[src/rtl/atm_rx_pkg.sv]
package atm_rx_pkg;
  localparam int unsigned BYTE_W = 8;

  // One byte of a bitwise CRC-8, most significant bit first.
  function automatic logic [BYTE_W-1:0] crc8_byte(
    input logic [BYTE_W-1:0] crc,
    input logic [BYTE_W-1:0] din,
    input logic [BYTE_W-1:0] poly
  );
    logic [BYTE_W-1:0] r;
    r = crc ^ din;
    for (int b = 0; b < BYTE_W; b++) begin
      r = r[BYTE_W-1] ? ((r << 1) ^ poly) : (r << 1);
    end
    return r;
  endfunction

  // Expected header check byte from the running remainder.
  function automatic logic [BYTE_W-1:0] hec_from_crc(
    input logic [BYTE_W-1:0] crc,
    input logic [BYTE_W-1:0] coset
  );
    return crc ^ coset;
  endfunction
endpackage

[src/rtl/cell_framer.sv]
module cell_framer #(
  parameter int unsigned CELL_LEN = 53,
  parameter int unsigned IDX_W    = $clog2(CELL_LEN)
) (
  input  logic             clk,
  input  logic             rst_n,
  input  logic             xfer,
  input  logic             soc,
  output logic             wr_en,
  output logic [IDX_W-1:0] wr_idx,
  output logic             cell_last
);
  localparam logic [IDX_W-1:0] LAST_IDX = IDX_W'(CELL_LEN - 1);
  localparam logic [IDX_W-1:0] IDX_ONE  = IDX_W'(1);

  logic [IDX_W-1:0] pos_q;
  logic             start_ev;
  logic             busy;

  assign busy      = (pos_q != '0);
  assign start_ev  = xfer && soc;
  assign wr_en     = xfer && (soc || busy);
  assign wr_idx    = soc ? '0 : pos_q;
  assign cell_last = wr_en && (wr_idx == LAST_IDX);

  always_ff @(posedge clk) begin
    if (!rst_n) begin
      pos_q <= '0;
    end else if (start_ev) begin
      pos_q <= IDX_ONE;
    end else if (wr_en) begin
      pos_q <= cell_last ? '0 : pos_q + IDX_ONE;
    end
  end

  // a marker always restarts assembly at position 1 next
  assert_soc_restart_R7: assert property (@(posedge clk) disable iff (!rst_n)
    (xfer && soc) |=> (pos_q == IDX_ONE));

  // unmarked bytes while idle leave the framer idle
  assert_idle_drop_R4: assert property (@(posedge clk) disable iff (!rst_n)
    (xfer && !soc && !busy) |=> (pos_q == '0));
endmodule

[src/rtl/hec_checker.sv]
module hec_checker
  import atm_rx_pkg::*;
#(
  parameter int unsigned IDX_W   = 6,
  parameter int unsigned HDR_LEN = 4,
  parameter logic [7:0]  POLY    = 8'h07,
  parameter logic [7:0]  COSET   = 8'h55
) (
  input  logic             clk,
  input  logic             rst_n,
  input  logic             wr_en,
  input  logic [IDX_W-1:0] wr_idx,
  input  logic [7:0]       din,
  output logic             hec_bad
);
  localparam logic [IDX_W-1:0] HEC_IDX = IDX_W'(HDR_LEN);

  logic [7:0] crc_q;
  logic       bad_q;
  logic       hdr_byte;
  logic       chk_byte;
  logic [7:0] crc_seed;

  assign hdr_byte = wr_en && (wr_idx < HEC_IDX);
  assign chk_byte = wr_en && (wr_idx == HEC_IDX);
  assign crc_seed = (wr_idx == '0) ? 8'h00 : crc_q;

  always_ff @(posedge clk) begin
    if (!rst_n) begin
      crc_q <= '0;
      bad_q <= 1'b0;
    end else begin
      if (hdr_byte) begin
        crc_q <= crc8_byte(crc_seed, din, POLY);
      end
      if (chk_byte) begin
        bad_q <= (hec_from_crc(crc_q, COSET) != din);
      end else if (wr_en && wr_idx == '0) begin
        bad_q <= 1'b0;
      end
    end
  end

  assign hec_bad = bad_q;

  // the verdict only moves on a check byte or a new cell start
  assert_verdict_stable_R6: assert property (@(posedge clk) disable iff (!rst_n)
    !wr_en |=> $stable(bad_q));
endmodule

[src/rtl/cell_store.sv]
module cell_store #(
  parameter int unsigned CELL_LEN = 53,
  parameter int unsigned IDX_W    = $clog2(CELL_LEN),
  parameter int unsigned DATA_W   = CELL_LEN * 8
) (
  input  logic              clk,
  input  logic              rst_n,
  input  logic              wr_en,
  input  logic [IDX_W-1:0]  wr_idx,
  input  logic [7:0]        din,
  input  logic              cell_last,
  input  logic              hec_bad,
  input  logic              take,
  input  logic              clav,
  output logic [DATA_W-1:0] cell_data,
  output logic              valid,
  output logic              err,
  output logic              held,
  output logic              en_n
);
  logic [7:0] byte_q [CELL_LEN];
  logic       full_q, full_d;
  logic       valid_q, err_q, en_n_q;
  logic       release_ev;

  for (genvar g = 0; g < CELL_LEN; g++) begin : g_byte
    always_ff @(posedge clk) begin
      if (!rst_n) begin
        byte_q[g] <= '0;
      end else if (wr_en && wr_idx == IDX_W'(g)) begin
        byte_q[g] <= din;
      end
    end
    assign cell_data[g*8 +: 8] = byte_q[g];
  end

  assign release_ev = full_q && take;

  always_comb begin
    full_d = full_q;
    if (cell_last)       full_d = 1'b1;
    else if (release_ev) full_d = 1'b0;
  end

  always_ff @(posedge clk) begin
    if (!rst_n) begin
      full_q  <= 1'b0;
      valid_q <= 1'b0;
      err_q   <= 1'b0;
      en_n_q  <= 1'b1;
    end else begin
      full_q  <= full_d;
      valid_q <= cell_last;
      en_n_q  <= !(clav && !full_d);
      if (cell_last) err_q <= hec_bad;
    end
  end

  assign valid = valid_q;
  assign err   = err_q;
  assign held  = full_q;
  assign en_n  = en_n_q;

  // a held cell keeps the source stopped
  assert_hold_blocks_R8: assert property (@(posedge clk) disable iff (!rst_n)
    full_q |-> en_n_q);

  // nothing is written while a cell is held
  assert_no_write_when_held_R3: assert property (@(posedge clk) disable iff (!rst_n)
    full_q |-> !wr_en);

  // the valid pulse lasts one cycle
  assert_single_pulse_R5: assert property (@(posedge clk) disable iff (!rst_n)
    valid_q |=> !valid_q);

  // a take on a held cell frees the buffer
  assert_take_frees_R9: assert property (@(posedge clk) disable iff (!rst_n)
    (full_q && take) |=> !full_q);
endmodule

[src/rtl/atm_cell_rx.sv]
module atm_cell_rx
  import atm_rx_pkg::*;
#(
  parameter int unsigned CELL_LEN = 53,
  parameter int unsigned HDR_LEN  = 4,
  parameter logic [7:0]  POLY     = 8'h07,
  parameter logic [7:0]  COSET    = 8'h55,
  localparam int unsigned IDX_W   = $clog2(CELL_LEN),
  localparam int unsigned DATA_W  = CELL_LEN * BYTE_W
) (
  input  logic              clk,
  input  logic              rst_n,
  input  logic [7:0]        rx_data,
  input  logic              rx_soc,
  input  logic              rx_clav,
  output logic              rx_en_n,
  input  logic              cell_take,
  output logic              cell_valid,
  output logic              hec_err,
  output logic [DATA_W-1:0] cell_data
);
  // Internal events, named for the checks
  logic             xfer;
  logic             wr_en;
  logic [IDX_W-1:0] wr_idx;
  logic             cell_last;
  logic             hec_bad;
  logic             held;

  assign xfer = !rx_en_n && rx_clav;

  cell_framer #(.CELL_LEN(CELL_LEN), .IDX_W(IDX_W)) u_framer (
    .clk      (clk),
    .rst_n    (rst_n),
    .xfer     (xfer),
    .soc      (rx_soc),
    .wr_en    (wr_en),
    .wr_idx   (wr_idx),
    .cell_last(cell_last)
  );

  hec_checker #(.IDX_W(IDX_W), .HDR_LEN(HDR_LEN), .POLY(POLY), .COSET(COSET)) u_hec (
    .clk    (clk),
    .rst_n  (rst_n),
    .wr_en  (wr_en),
    .wr_idx (wr_idx),
    .din    (rx_data),
    .hec_bad(hec_bad)
  );

  cell_store #(.CELL_LEN(CELL_LEN), .IDX_W(IDX_W), .DATA_W(DATA_W)) u_store (
    .clk      (clk),
    .rst_n    (rst_n),
    .wr_en    (wr_en),
    .wr_idx   (wr_idx),
    .din      (rx_data),
    .cell_last(cell_last),
    .hec_bad  (hec_bad),
    .take     (cell_take),
    .clav     (rx_clav),
    .cell_data(cell_data),
    .valid    (cell_valid),
    .err      (hec_err),
    .held     (held),
    .en_n     (rx_en_n)
  );

  // with no cell available the enable is high one cycle later
  assert_clav_low_disables_R2: assert property (@(posedge clk) disable iff (!rst_n)
    !rx_clav |=> rx_en_n);

  // a completed cell is reported on the next cycle
  assert_last_reports_R5: assert property (@(posedge clk) disable iff (!rst_n)
    cell_last |=> (cell_valid && held));
endmodule

[config.mk]
export PLATFORM = sky130hd
export DESIGN_NAME = atm_cell_rx
export DESIGN_NICKNAME = d
export VERILOG_FILES = /design/src/rtl/atm_rx_pkg.sv /design/src/rtl/cell_framer.sv /design/src/rtl/hec_checker.sv /design/src/rtl/cell_store.sv /design/src/rtl/atm_cell_rx.sv
export SDC_FILE = /design/constraint.sdc
export NUM_CORES = 1
export LEC_CHECK = 0
export BUFFER_PORTS_ARGS = -buffer_cell sky130_fd_sc_hd__buf_2
export CAP_MARGIN = 15
export CORE_MARGIN = 1
export CORE_UTILIZATION = 35
export DETAILED_ROUTE_END_ITERATION = 8
export HOLD_SLACK_MARGIN = 0.1
export PLACE_DENSITY = 0.64
export SETUP_SLACK_MARGIN = 0.3
export SLEW_MARGIN = 10
export SYNTH_ARGS = -nofsm -noshare
export SYNTH_HDL_FRONTEND = slang
export SYNTH_HIERARCHICAL = 1
export SYNTH_SLANG_ARGS = --single-unit
[constraint.sdc]
create_clock -name clk -period 2.7 [get_ports clk]
set_input_delay 0.135 -clock clk [delete_from_list [all_inputs] [get_ports clk]]
set_output_delay 0.135 -clock clk [all_outputs]
set_load 0.005 [all_outputs]
# --- Yosys cells after proc, flatten, opt, wreduce, memory -nomap -nowiden ---
# Memory sizes are Yosys's and may differ from the RTL's.
# Index checks and enable logic that the tools add are counted.
word_totals:
  register_bits: 19
  ramBits: 424
  inputBits: 13
  output_inout_bits: 427
  wordCells: 426
  memories: 1
op_classes:
  add_sub_neg: 1
  magnitude_cmp: 1
  eq_ne: 53
  mux: 230
  bitwise: 64
  n_reduce_logical: 68
mem_list:
  columns: ["name", "depth", "word_bits", "read_ports", "rd_ports_with_merged_regs", "wr", "line", "source"]
  rows:
  - ["u_store.byte_q", 53, 8, 53, 0, 53, "cell_store.sv:21", "logic [7:0] byte_q [CELL_LEN];"]
op_table:
  columns: ["op", "count"]
  rows:
  - ["2-to-1 mux 8 bit", 54]
  - ["2-to-1 mux 1 bit", 166]
  - ["equality test 6 bit (second input constant)", 21]
  - ["equality test 6 x 5 -> 1 bit (second input constant)", 16]
  - ["logical AND 1 bit", 59]
  - ["bitwise OR 1 bit", 53]
  - ["equality test 6 x 4 -> 1 bit (second input constant)", 8]
  - ["equality test 6 x 3 -> 1 bit (second input constant)", 4]
  - ["2-to-1 mux 3 bit", 8]
  - ["NOT 3 bit", 8]
  - ["equality test 6 x 2 -> 1 bit (second input constant)", 2]
  - ["2-to-1 mux 6 bit", 2]
  - ["!= test 8 bit", 1]
  - ["XOR 8 bit", 1]
  - ["adder 6 x 1 -> 6 bit (second input constant)", 1]
  - ["equality test 6 x 1 -> 1 bit (second input constant)", 1]
  - ["zero test 6 bit", 1]
  - ["less-than comparator 6 x 3 -> 1 bit (second input constant)", 1]
  - ["nonzero test 6 bit", 1]
  - ["NOT 4 bit", 1]
  - ["nonzero test 2 bit", 2]
  - ["zero test 1 bit", 3]
  - ["OR reduction 2 bit", 1]
  - ["logical OR 1 bit", 1]
  - ["NOT 1 bit", 1]

# --- Depth between registers and ports, before layout ---
# Gate-level depths: netlist of the first run.
logic_depth:
  ltp_word: 20
  mapped_depth: 8

# --- By module ---
# Netlist of the first run, hierarchy kept.
modules_own_cells:
  columns: ["module", "n_inst", "cells_each", "area_per_inst_um2", "seq_area_each_um2"]
  rows:
  - ["cell_store", 1, 1091, 16448.3, 12812.3]
  - ["hec_checker", 1, 98, 892.1, 180.2]
  - ["cell_framer", 1, 52, 431.7, 120.1]
  - ["atm_cell_rx", 1, 1, 13.8, 0.0]

# --- Worst setup path before layout of the first run ---
# OpenSTA, ideal clock, no wires.
synth_path:
  kind: "register -> register"
  from: "register u_framer.pos_q[1]"
  to: "memory u_store.byte_q[7][0], in the netlist u_store/byte_q[0][56], enable pin"
  t_arrival_ns: 2.242
  path_slack_ns: 0.073
  path_stages_with_launch: 8
  path_buffers: 1
  synth_period_minus_slack_ns: 2.627
  cell_sequence: "dfxtp_1 inv_1 ha_1 nand2b_1 o21a_4 or3b_1 clkbuf_1 o21ai_0"
synth_lines:
  columns: ["item", "line", "source"]
  rows:
  - ["start, declared", "cell_framer.sv:16", "logic [IDX_W-1:0] pos_q;"]
  - ["start signal, assigned", "cell_framer.sv:32", "pos_q <= cell_last ? '0 : pos_q + IDX_ONE;"]
  - ["end, declared", "cell_store.sv:21", null]

==> results of run 1 <==
==> worst reg2reg max path, stage by stage (launching register included) <==
cell and delay, ps:
dfxtp_1 330, inv_1 70, ha_1 210, nand2b_1 140, o21a_4 200, or3b_1 350
buf_4 240, o21ai_1 300, buf_4 220
==> cells in the final DEF, fill, tap and decap left out, types with 7 or more instances in the layout <==
cell type	n
buf_12	9
buf_2	438
buf_4	103
clkbuf_1	9
clkbuf_16	53
clkinv_1	13
dfxtp_1	19
edfxtp_1	424
inv_2	7
nand2_1	10
nor2_1	8
nor2b_1	9
nor3_1	364
nor3_2	62
o21ai_0	18
o21ai_1	35
xnor2_1	16
xor2_1	8
==> sequential cells by signal (all words and copies together), names as in the netlist <==
register        cells
u_store/byte_q    424
u_hec/crc_q         8
u_framer/pos_q      6
u_hec/hec_bad       1
u_store/en_n        1
u_store/err         1
u_store/held        1
u_store/valid       1
==> path summary, 6_finish.rpt <==
path	startpoint	endpoint	slack, ps	depth (start not counted)
setup / recovery	u_framer/pos_q[0]	u_store/byte_q[0][30]	360	8
hold / removal	rx_data[7]	u_hec/crc_q[7]	140	4
setup reg to reg	u_framer/pos_q[0]	u_store/byte_q[0][30]	360	8
hold reg to reg	u_hec/hec_bad	u_hec/hec_bad	530	2
==> synth_stat cells (all sizes together) (4+ instances only) <==
cell type  count
xnor2         19
edfxtp       424
nand4bb        8
nor3         426
a31oi          5
clkbuf       101
o31ai          5
o21ai         60
buf           51
or3            6
nand4b         6
nor2           8
nand3          6
nand4          6
inv           12
nor2b         10
or4b           4
xor2           9
a21oi          6
dfxtp         19
nor3b          4
nand2         10
==> routing by layer <==
| layer | routed length, microns | global-route usage | vias up |
|---|---|---|---|
| li1 | - | - | 5649 |
| met1 | 23440 | 0.2696 | 6383 |
| met5 | 0 | 0 | - |
| met3 | 4922 | 0.05059 | 91 |
| met4 | 1615 | 0.06950 | 0 |
| met2 | 28810 | 0.3474 | 654 |
==> power by group through the flow <==
stage	registers [mW]	clock network, mW	logic [mW]
floorplan	8.09	0	0.338
global route	7.95	6.46	1.08
finish	7.92	6.10	1.01
global placement	8.07	0	0.986
detailed placement	8.07	0	0.997
CTS	7.93	6.21	1.01
==> area by class of cell <==
class,instances,area share
multi-input cells,635,0.1754
repair buffers,570,0.1520
inverters,12,0.002019
flip-flops and latches,443,0.5718
well taps,672,0.03667
clock inverters,26,0.009330
clock buffers,56,0.05276
==> cells by family (layout without fill, tap and decap cells) <==
| family | after synthesis | after routing | share of synthesized area |
|---|---|---|---|
| AOI/OAI and AO/OA | 91 | 91 | 0.03039 |
| and+or+nand+nor | 508 | 508 | 0.1693 |
| DFF | 443 | 443 | 0.7372 |
| muxes | 3 | 3 | 0.001688 |
| adders and majority gates | 2 | 2 | 0.001407 |
| buffers and inverters | 164 | 664 | 0.04059 |
| xor gates and xnor gates | 31 | 31 | 0.01935 |
==> repair_timing <==
item,CTS,global route
gates cloned,0,7
resized for setup,18,21
hold buffers,6,0
buffers inserted,0,3
hold endpoints to repair,11,0
endpoints found under the setup margin,202,432
==> through the flow <==
stage / cells / instance area (sq um) / utilization / total power, mW
after global placement: 2316 / 21180 / 0.4222 / 9.054
final: 2414 / 22930 / 0.4571 / 15.04
after floorplan: 1242 / 17800 / - / 8.424
after detailed placement: 2316 / 21180 / 0.4222 / 9.068
after global routing: 2414 / 22930 / 0.4571 / 15.49
after CTS: 2404 / 22700 / 0.4524 / 15.15
==> flow_summary.ini, run 1 <==
[pwr]
peakVddDrop_uv = 385.3
leakagePower_nw = 8.116
p_int_mw = 11.65
combinationalPowerShare = 0.067
p_per_area_mw_per_mm2 = 655.7
seq_power_share = 0.527
pwr-share-clk = 0.406
swShare = 0.2253
p_sw_mw = 3.388

[route]
dr.first_iter.drc_count = 986
via_per_inst = 5.293
dr.pass1.iters = 7
wl_per_cell_microns = 24.35
vias = 12780
wl_microns = 58780
post-route-drc-count = 0
ant_nets = 0

[finish]
num-fill-cells = 4480
area_delta_synth_final_pct = 28.93
regArea_sq_mm = 0.01311
drive_gt1_frac = 0.4133
antennaDiodeCount = 0
multiInputGateArea_sq_mm = 0.004023
fin_nets = 1724

[timing]
final.setup.tns_ps = 0
finalSetupViolations = 0
maxSlewHeadroom = 0.4485
holdWs_ps = 135.8
fin_crit_sh = 0.8680
worst_slack_ps = 356.3
worst_slew_pin_slew_ps = 827.2
hold_viol = 0
finClkSkew_ps = 13.93
timing.fmax_mhz = 426.7
slew_violations = 0
grt_setup_unrepaired = true
fin_crit_ps = 2344

[critical_path]
worstPathMaxFanout = 16
arrival_ps = 2620
path_cells = inv_1, ha_1, nand2b_1, o21a_4, or3b_1, buf_4, o21ai_1, buf_4
endpoint_kind = flip-flop
required_ps = 2980
crit_buf_inv = 3
crit_path_frequent_cell = buf_4
critPathTopFamily = buffers and inverters
slowest_stage = or3b_1
crit_type = flip-flop to flip-flop
critPathLaunchType = flip-flop
crit_path_max_incr_delay_ps = 350

[placed_design]
portBuffers = 439
hpwl_microns = 37280
place.gp.congestion = 0.8236
dp_slack_ps = 111.4

[die]
die_w_microns = 227.4
ios = 440
core_sq_mm = 0.05017
num_rows = 82
die-area_sq_mm = 0.05172
chipHeight_microns = 227.4
start_util = 0.3545

[clock_tree]
htree_num_levels = 2
clk_latency_ps = 560
cts_sinks = 443
clk_pin_slew_ps = 60
clk_path_buf_depth = 3
cts-root-buf = clkbuf_16
numCtsBuffers = 47
cts_tree = yes

[yosys]
synth-seq-area-share = 0.7372
synth_cell_types = 57
netlist_instances = 1242
ys.flop_type = edfxtp_1
synth_edf_count = 424
synth-async-reset-ratio = 0
avgSynthCellArea_sq_um = 14.32
netlist_top_cells_area = edfxtp_1, nor3_1, nor3_2, dfxtp_1, clkbuf_1
synth_warnings = 6
synthesis.nets = 1257
ys_ff_latch = 443
syn_area_sq_mm = 0.01779
yosysTopAreaCellShare = 0.7159
yosys.area.top_type = edfxtp_1

[grt]
first_global_vias = 12120
grt_pass1_wl_microns = 79250
antenna_found_initial = 0
gr-total-overflow = 0
gr-usage-all-layers = 0.2099
grt_max_degree = 129

[job]
drv_cap = 0

[worst_hold_path]
hold_path.class = input pin to flip-flop

[outcome]
status = complete, no violations
No activity file was read; power rests on OpenSTA's default activity.
==> run 2: changes to the inputs <==
Settings changed: ABC_AREA set to 1, PLACE_DENSITY 0.64 to 0.63.
Clock period 2.7 ns to 2.6 ns, I/O delays scaled along.
==> run 2 against run 1 <==
The flow now finishes with violations (DRC). Design area fell by 3.5%. Clock power rose by 4.8%. Critical path depth rose by 2. Sequential power rose by 2.8%. Final cell count rose by 4.8%. Clock skew rose by 12 ps. Count of clock-buffer cells in the layout rose by 1. Synthesized area fell by 3.2%. Via count fell by 5.2%.
==> flow_summary.ini, run 2 <==
[outcome]
status = finished with violations
violations = DRC

[critical_path]
crit_path_max_incr_delay_ps = 380
arrival_ps = 2390
critPathLaunchType = flip-flop
crit_path_frequent_cell = nand2_1
worstPathMaxFanout = 28
required_ps = 2830
critPathTopFamily = simple AND/OR/NAND/NOR gates
path_cells = inv_1, ha_1, nand2_1, nor2_4, nor2_8, nand2_1, nor2_4, buf_12, nand2_1, nand2_1
endpoint_kind = flip-flop
crit_buf_inv = 2
crit_type = flip-flop to flip-flop
slowest_stage = dfxtp_2

[timing]
slew_violations = 0
final.setup.tns_ps = 0
worst_slew_pin_slew_ps = 613.8
fin_crit_ps = 2162
maxSlewHeadroom = 0.5865
hold_viol = 0
fin_crit_sh = 0.8315
grt_setup_unrepaired = true
finalSetupViolations = 0
worst_slack_ps = 438.2
timing.fmax_mhz = 462.6
finClkSkew_ps = 25.48

[route]
ant_nets = 0
dr.first_iter.drc_count = 960
dr.pass1.iters = 7
vias = 12120
via_per_inst = 4.791
post-route-drc-count = 1
wl_microns = 54400
wl_per_cell_microns = 21.51

[clock_tree]
htree_num_levels = 2
numCtsBuffers = 46
cts_tree = yes
post_cts_buffers = 0
clk_path_buf_depth = 3
clk_pin_slew_ps = 60
cts-root-buf = clkbuf_16
clk_latency_ps = 580
cts_sinks = 443

[grt]
antenna_found_initial = 1
grt_max_degree = 56
grt_pass1_wl_microns = 77200
first_global_vias = 11750
gr-usage-all-layers = 0.2126
gr-total-overflow = 0

[placed_design]
hpwl_microns = 37710
place.gp.congestion = 0.8619
portBuffers = 439
dp_slack_ps = 309.1

[die]
chipHeight_microns = 223.8
die-area_sq_mm = 0.05010
die_w_microns = 223.8
core_sq_mm = 0.04815
start_util = 0.3577
ios = 440
num_rows = 80

[finish]
largest-register = u_store/byte_q
layout_commonest_cell = nor2_1
drive_gt1_frac = 0.3584
num-fill-cells = 4389
fin_nets = 1853
area_delta_synth_final_pct = 28.54
largest_registers = u_store/byte_q: 424 flops, u_hec/crc_q: 8 flops, u_framer/pos_q: 6 flops
largest_reg_flops = 424
final_cell_mix = nor2_1, buf_2, edfxtp_1, nand2_1, clkbuf_16

[yosys]
synth.most_common_cell = nor2_1
syn_area_sq_mm = 0.01722
yosys.area.top_type = edfxtp_1
synth-async-reset-ratio = 0
synth_warnings = 6
synth-seq-area-share = 0.7614
yosysTopAreaCellShare = 0.7393
ys.flop_type = edfxtp_1
netlist_top_cells_area = edfxtp_1, nor2_1, nand2_1, nand3_2, dfxtp_1
synth_common_cells = nor2_1, edfxtp_1, nand2_1, clkbuf_1, inv_1
netlist_instances = 1353
ys_ff_latch = 443
synth_edf_count = 424
avgSynthCellArea_sq_um = 12.73
synth_cell_types = 35
synthesis.nets = 1368

[pwr]
finalPower_mw = 15.45
peakVddDrop_uv = 459.3
leakagePower_nw = 9.266
p_per_area_mw_per_mm2 = 697.9

[worst_hold_path]
hold_path.class = input pin to flip-flop

[job]
drv_cap = 0
run 2: changes by cell type after synthesis, sizes merged, moves of 7 or more:
cell	delta
xnor2	-15
o21ai	-42
nand2	+167
inv	+45
buf	-33
nand4bb	-8
nor2b	-10
nand3	+78
clkbuf	-56
nor2	+465
xor2	-7
nor3	-424
run 2: kinds of logic after synthesis:
kind of cell / after synthesis / share of synthesized area
flops: 443 / 0.7614
buf+inv: 121 / 0.02949
xor+xnor: 6 / 0.003487
fa+ha+maj: 2 / 0.001453
compound gates: 37 / 0.01235
simple gates: 744 / 0.1919
run 2: power by group:
group          leakage, nW  switching, mW  internal, mW  total (mW)
Clock                0.698           2.69          3.71        6.39
Sequential            4.45         0.0862          8.05        8.14
Combinational         4.12          0.636         0.285       0.921
Total                 9.27           3.41          12.0        15.5
run 2: through the flow:
| step | hold WS (ps) | instance area [sq um] | cells | utilization |
|---|---|---|---|---|
| after floorplan | 214.2 | 17250 | 1353 | - |
| after global placement | 335.1 | 20500 | 2434 | 0.4259 |
| after detailed placement | 341.0 | 20500 | 2434 | 0.4259 |
| after CTS | 123.0 | 22070 | 2528 | 0.4585 |
| after global routing | 180.7 | 22140 | 2529 | 0.4598 |
| final | 176.2 | 22140 | 2529 | 0.4598 |
run 2: tightest hold or removal path, delay by kind of cell:
family                 cells  cell delay (ps)
and+or+nand+nor            5              390
AOI/OAI and AO/OA          1               60
buffers and inverters      1              140
run 2: area by class of cell:
cell class | count | area (sq um) | share of cell area
Tap cell | 656 | 820.8 | 0.03707
Multi-Input combinational cell | 789 | 3690 | 0.1667
Sequential cell | 443 | 13120 | 0.5925
Antenna cell | 1 | 2.502 | 0.0001130
Timing Repair Buffer | 500 | 2841 | 0.1283
Clock inverter | 25 | 231.5 | 0.01046
Inverter | 58 | 222.7 | 0.01006
Clock buffer | 57 | 1214 | 0.05482
run 2: what timing repair did:
| action | 4_1_cts | 5_1_grt |
|---|---|---|
| cloned | 0 | 0 |
| setup endpoints to repair | 31 | 438 |
| gates resized for setup | 1 | 21 |
| hold buffers | 12 | 0 |
| hold endpoints to repair | 40 | 0 |
run 2: per-layer routing:
layer	wire length [microns]	track usage	part of all wire
met5	0	0	0
met1	21920	0.2669	0.40
met2	26820	0.3565	0.49
met4	1729	0.07711	0.032
met3	3934	0.05207	0.072
run 2: final timing paths:
kind                     startpoint  depth (start not counted)                     end  slack, ps
setup / recovery  u_framer/pos_q[0]                         10  u_store/byte_q[0][153]        440
hold / removal           rx_data[7]                          7           u_hec/hec_bad        180
setup reg to reg  u_framer/pos_q[0]                         10  u_store/byte_q[0][153]        440
hold reg to reg       u_hec/hec_bad                          2             u_store/err        460
